File: src/rtl/dr_retry_pkg.sv
package dr_retry_pkg;
    typedef enum logic [1:0] {
        TERM_NORMAL = 2'd0,
        TERM_RETRY  = 2'd1,
        TERM_DISC   = 2'd2,
        TERM_ABORT  = 2'd3
    } term_e;

    typedef enum logic [2:0] {
        RSP_NONE     = 3'd0,
        RSP_COMPLETE = 3'd1,
        RSP_DISC     = 3'd2,
        RSP_TABORT   = 3'd3,
        RSP_MABORT   = 3'd4,
        RSP_EXPIRED  = 3'd5
    } rsp_e;

    typedef enum logic [1:0] {
        ST_IDLE  = 2'd0,
        ST_ISSUE = 2'd1,
        ST_WAIT  = 2'd2
    } state_e;
endpackage

File: src/rtl/dr_attempt_ctr.sv
module dr_attempt_ctr #(
    parameter int CNT_W       = 24,
    parameter int RETRY_LIMIT = 1 << 24
) (
    input  logic clk,
    input  logic rst_n,
    input  logic clear,
    input  logic bump,
    output logic at_last
);
    localparam logic [CNT_W-1:0] LAST_VAL = CNT_W'(RETRY_LIMIT - 1);

    logic [CNT_W-1:0] cnt_q;

    always_ff @(posedge clk) begin
        if (!rst_n)
            cnt_q <= '0;
        else if (clear)
            cnt_q <= '0;
        else if (bump)
            cnt_q <= cnt_q + 1'b1;
    end

    generate
        if (RETRY_LIMIT <= 1) begin : g_single
            assign at_last = 1'b1;
        end else begin : g_count
            assign at_last = (cnt_q == LAST_VAL);
        end
    endgenerate
endmodule

File: src/rtl/dr_resp_map.sv
module dr_resp_map
    import dr_retry_pkg::*;
#(
    parameter int DCNT_W = 8
) (
    input  term_e             code,
    input  logic              mabort,
    input  logic              prefetch,
    input  logic [DCNT_W-1:0] init_cnt,
    input  logic [DCNT_W-1:0] tgt_cnt,
    output rsp_e              rsp,
    output logic              tabort
);
    logic wants_more;
    assign wants_more = (init_cnt > tgt_cnt);

    always_comb begin
        rsp    = RSP_NONE;
        tabort = 1'b0;
        unique case (code)
            TERM_NORMAL: rsp = (!prefetch || wants_more) ? RSP_DISC : RSP_COMPLETE;
            TERM_DISC:   rsp = wants_more ? RSP_DISC : RSP_COMPLETE;
            TERM_ABORT: begin
                rsp    = mabort ? RSP_MABORT : RSP_TABORT;
                tabort = !mabort;
            end
            TERM_RETRY:  rsp = RSP_NONE;
            default:     rsp = RSP_NONE;
        endcase
    end
endmodule

File: src/rtl/dr_retry_ctrl.sv
module dr_retry_ctrl
    import dr_retry_pkg::*;
#(
    parameter int DCNT_W      = 8,
    parameter int CNT_W       = 24,
    parameter int RETRY_LIMIT = 1 << 24
) (
    input  logic              clk,
    input  logic              rst_n,
    input  logic              req_start,
    input  logic              term_valid,
    input  logic [1:0]        term_code,
    input  logic              term_mabort,
    input  logic              prefetch,
    input  logic [DCNT_W-1:0] init_cnt,
    input  logic [DCNT_W-1:0] tgt_cnt,
    input  logic              serr_en,
    input  logic              nodeliv_dis,
    output logic              issue_rd,
    output logic              rsp_valid,
    output logic [2:0]        rsp_code,
    output logic              rcvd_tabort,
    output logic              sig_tabort,
    output logic              serr_req
);
    state_e state_q, state_d;
    term_e  code;
    rsp_e   map_rsp;
    logic   map_tabort;
    logic   at_last;
    logic   sampled;
    logic   is_retry;

    assign code     = term_e'(term_code);
    assign sampled  = (state_q == ST_WAIT) && term_valid;
    assign is_retry = (code == TERM_RETRY);

    dr_attempt_ctr #(.CNT_W(CNT_W), .RETRY_LIMIT(RETRY_LIMIT)) u_ctr (
        .clk     (clk),
        .rst_n   (rst_n),
        .clear   ((state_q == ST_IDLE) && req_start),
        .bump    (sampled && is_retry),
        .at_last (at_last)
    );

    dr_resp_map #(.DCNT_W(DCNT_W)) u_map (
        .code     (code),
        .mabort   (term_mabort),
        .prefetch (prefetch),
        .init_cnt (init_cnt),
        .tgt_cnt  (tgt_cnt),
        .rsp      (map_rsp),
        .tabort   (map_tabort)
    );

    always_comb begin
        state_d = state_q;
        unique case (state_q)
            ST_IDLE:  if (req_start) state_d = ST_ISSUE;
            ST_ISSUE: state_d = ST_WAIT;
            ST_WAIT: begin
                if (term_valid)
                    state_d = (is_retry && !at_last) ? ST_ISSUE : ST_IDLE;
            end
            default:  state_d = ST_IDLE;
        endcase
    end

    always_ff @(posedge clk) begin
        if (!rst_n) state_q <= ST_IDLE;
        else        state_q <= state_d;
    end

    assign issue_rd = (state_q == ST_ISSUE);

    always_ff @(posedge clk) begin
        if (!rst_n) begin
            rsp_valid   <= 1'b0;
            rsp_code    <= RSP_NONE;
            rcvd_tabort <= 1'b0;
            sig_tabort  <= 1'b0;
            serr_req    <= 1'b0;
        end else begin
            rsp_valid   <= 1'b0;
            rsp_code    <= RSP_NONE;
            rcvd_tabort <= 1'b0;
            sig_tabort  <= 1'b0;
            serr_req    <= 1'b0;
            if (sampled) begin
                if (is_retry) begin
                    if (at_last) begin
                        rsp_valid <= 1'b1;
                        rsp_code  <= RSP_EXPIRED;
                        serr_req  <= serr_en && !nodeliv_dis;
                    end
                end else begin
                    rsp_valid   <= 1'b1;
                    rsp_code    <= map_rsp;
                    rcvd_tabort <= map_tabort;
                    sig_tabort  <= map_tabort;
                end
            end
        end
    end
endmodule

File: config.mk
export PLATFORM = sky130hd
export DESIGN_NAME = dr_retry_ctrl
export DESIGN_NICKNAME = d
export VERILOG_FILES = /design/src/rtl/dr_retry_pkg.sv /design/src/rtl/dr_attempt_ctr.sv /design/src/rtl/dr_resp_map.sv /design/src/rtl/dr_retry_ctrl.sv
export SDC_FILE = /design/constraint.sdc
export NUM_CORES = 1
export LEC_CHECK = 0
export BUFFER_PORTS_ARGS = -buffer_cell sky130_fd_sc_hd__buf_4
export CAP_MARGIN = 40
export CORE_MARGIN = 3
export CORE_UTILIZATION = 45
export DETAILED_ROUTE_END_ITERATION = 10
export GPL_ROUTABILITY_DRIVEN = 0
export PLACE_DENSITY = 0.81
export SYNTH_ARGS = -nofsm -noshare
export SYNTH_HDL_FRONTEND = slang
export SYNTH_HIERARCHICAL = 1
export SYNTH_SLANG_ARGS = --single-unit
File: constraint.sdc
create_clock -name clk -period 2 [get_ports clk]
set_input_delay 0.1 -clock clk [delete_from_list [all_inputs] [get_ports clk]]
set_output_delay 0.1 -clock clk [all_outputs]
set_load 0.005 [all_outputs]
==> flow_metrics.env <==
export IMPL_slew_viol_final=0
export IMPL_cts_buffers=5
export IMPL_syn_nets=232
export IMPL_grt_antenna_before_repair=0
export IMPL_antenna_cells=0
export IMPL_wire_per_inst_um=12.46
export IMPL_grt_pass1_vias=1518
export IMPL_ant_nets=0
export IMPL_drt_iter0_drc=45
export IMPL_first_pass_iters=4
export IMPL_finish_utilization=0.6112
export IMPL_critPathSlowestCell="or4_1"
export IMPL_cts_tree="done"
export IMPL_die_area_mm2=0.004586
export IMPL_worstSetupStartpointType="flip-flop"
export IMPL_clk_latency_ns=0.28
export IMPL_skew_ns=0.002845
export IMPL_cp_common_cell="and3_1"
export IMPL_fin_crit_sh=0.9427
export IMPL_dpl_cell_area_mm2=0.002037
export IMPL_hold_class="input pin to flip-flop"
export IMPL_synth_cell_types=41
export IMPL_crit_chain="nor2b_4 > and3_1 > and3_1 > nand2_2 > or4_1 > a21oi_1"
export IMPL_placedCellCount=275
export IMPL_cts_buffer_depth=2
export IMPL_endpoint_kind="flip-flop"
export IMPL_post_route_cell_area_mm2=0.002136
export IMPL_outcome="completed"
export IMPL_dp_hpwl_mm=2.664
export IMPL_ir_worst_vdd_v=0.0002532
export IMPL_die_y_um=67.72
export IMPL_worst_pin_slew_ns=0.3572
export IMPL_clockRootBuffer="clkbuf_8"
export IMPL_layout_commonest_cell="buf_4"
export IMPL_most_common_layout_cells="buf_4, dfxtp_1, nor2_1"
export IMPL_r2r_slack_ns=0.11
export IMPL_grt_overflow_total=0
export IMPL_core_mm2=0.003495
export IMPL_ios=34
export IMPL_grt_pass1_wl_mm=6.120
export IMPL_synthCells=197
export IMPL_area_growth_pct=24.60
export IMPL_setup_tns_ns=0
export IMPL_relSlewSlack=0.7619
export IMPL_critical_path_class="flip-flop to flip-flop"
export IMPL_clkTransAtPathRegs_ns=0.06
export IMPL_synth_warnings=6
export IMPL_drv_cap=0
export IMPL_finalHoldViolations=0
export IMPL_ys_seq_area_frac=0.3737
export IMPL_final_nets=272
export IMPL_critPathBufInv=0
export IMPL_num_vias=1524
export IMPL_netlist_top_cells_area="dfxtp_1, ha_1, nor2_1"
export IMPL_portBuffers=33
export IMPL_path_delay_family="simple AND/OR/NAND/NOR gates"
export IMPL_cp_arrival_ns=2.10
export IMPL_finalSetupViolCount=0
export IMPL_avgViaCountPerCell=5.385
export IMPL_wl_mm=3.526
export IMPL_rows=21
export IMPL_synth_top_cell_area_share=0.3737
export IMPL_fp_dieW_um=67.72
export IMPL_syn_area_per_cell_um2=8.701
export IMPL_max_freq_mhz=530.4
export IMPL_max_stage_delay_ns=0.53
export IMPL_htreeDepth=2
export IMPL_grtUsageTotal=0.1761
export IMPL_cts_sinks=32
export IMPL_whs_ns=0.08447
export IMPL_powerDensity_mw_per_mm2=574.3
export IMPL_instances_no_fill=283
export IMPL_path_max_fanout=8
export IMPL_yosysTopAreaCell="dfxtp_1"
export IMPL_route_detailed_drc=0
export IMPL_initial_utilization=0.4905
export IMPL_netlist_area_mm2=0.001714
export IMPL_fin_crit_ns=1.885
export IMPL_drive_gt1_frac=0.2405
export IMPL_ys_ff_latch=32
export IMPL_grt_max_degree=25
export IMPL_leakagePower_nw=0.8518
export IMPL_worstPathRequired_ns=2.21
-- timing repair --
item                                    in CTS  in global routing
hold buffers                                 1                  0
setup buffers                                0                  0
endpoints found under the setup margin       0                  6
gates resized for setup                      0                  4
hold endpoints to repair                     1                  0
-- final timing paths --
path,startpoint,cells past startpoint,end
worst min register to register,u_ctr/cnt_q[14],2,u_ctr/cnt_q[14]
worst max-delay path,state_q[1],6,u_ctr/cnt_q[20]
worst max register to register,state_q[1],6,u_ctr/cnt_q[20]
worst min-delay path,rst_n,2,state_q[1]
-- logic make-up (layout without fill, tap and decap cells) --
kind of cell	Yosys count	count (layout)	synth area share
simple gates	91	91	0.3219
compound gates	32	32	0.1219
flops	32	32	0.3737
buf+inv	19	59	0.04452
xor+xnor	13	13	0.06642
fa+ha+maj	9	9	0.06569
mux	1	1	0.005840
-- flip-flops by register name, summed over array words and instances, names as in the netlist --
signal	count
serr_req	1
state_q	2
rsp_valid	1
sig_tabort	1
u_ctr/cnt_q	24
rsp_code	3
-- report_power, final --
part	internal (W)	total, W	switching, W	leakage (nW)
clock network	0.000236	0.000455	0.000219	0.0410
logic	0.0000703	0.000127	0.0000568	0.553
registers	0.000641	0.000644	0.00000338	0.258
-- layout make-up --
class,instances,area (µm²)
clock inverter,1,5.005
multi-input combinational,146,1008
sequential,32,640.6
fill,312,1359
tap,46,57.56
timing repair buffer,41,310.3
clock buffer,6,72.57
inverter,11,41.29
-- synthesized netlist by cell type (all sizes together) --
| cell type | n |
|---|---|
| a211o | 1 |
| a21o | 1 |
| a21oi | 14 |
| a2bb2oi | 1 |
| a31oi | 1 |
| and2 | 1 |
| and2b | 1 |
| and3 | 7 |
| and4 | 3 |
| buf | 2 |
| clkbuf | 6 |
| dfxtp | 32 |
| ha | 9 |
| inv | 11 |
| mux2i | 1 |
| nand2 | 12 |
| nand2b | 4 |
| nand3 | 11 |
| nand4 | 7 |
| nor2 | 20 |
| nor2b | 4 |
| nor3 | 3 |
| nor4 | 4 |
| nor4b | 1 |
| o2111ai | 1 |
| o21a | 1 |
| o21ai | 4 |
| o31ai | 5 |
| o32ai | 2 |
| o41ai | 1 |
| or2 | 1 |
| or3 | 4 |
| or4 | 6 |
| or4b | 2 |
| xnor2 | 7 |
| xor2 | 6 |
-- per-layer routing --
metal	routed length, µm	vias to the layer above	GRT usage
met5	0	-	0
met4	54	0	0.07595
met3	103	4	0.04493
met2	1817	27	0.3220
met1	1550	706	0.1885
li1	-	787	-
-- per-stage QoR --
stage / total power (W) / setup slack (ns)
6_report: 0.001227 / 0.1147
4_1_cts: 0.001246 / 0.06878
3_3_place_gp: 0.0007815 / 0.1329
3_5_place_dp: 0.0007838 / 0.09710
5_1_grt: 0.001286 / -0.008757
2_1_floorplan: 0.0007217 / 0.02770
Note: power is estimated with default switching activity, not from simulation.
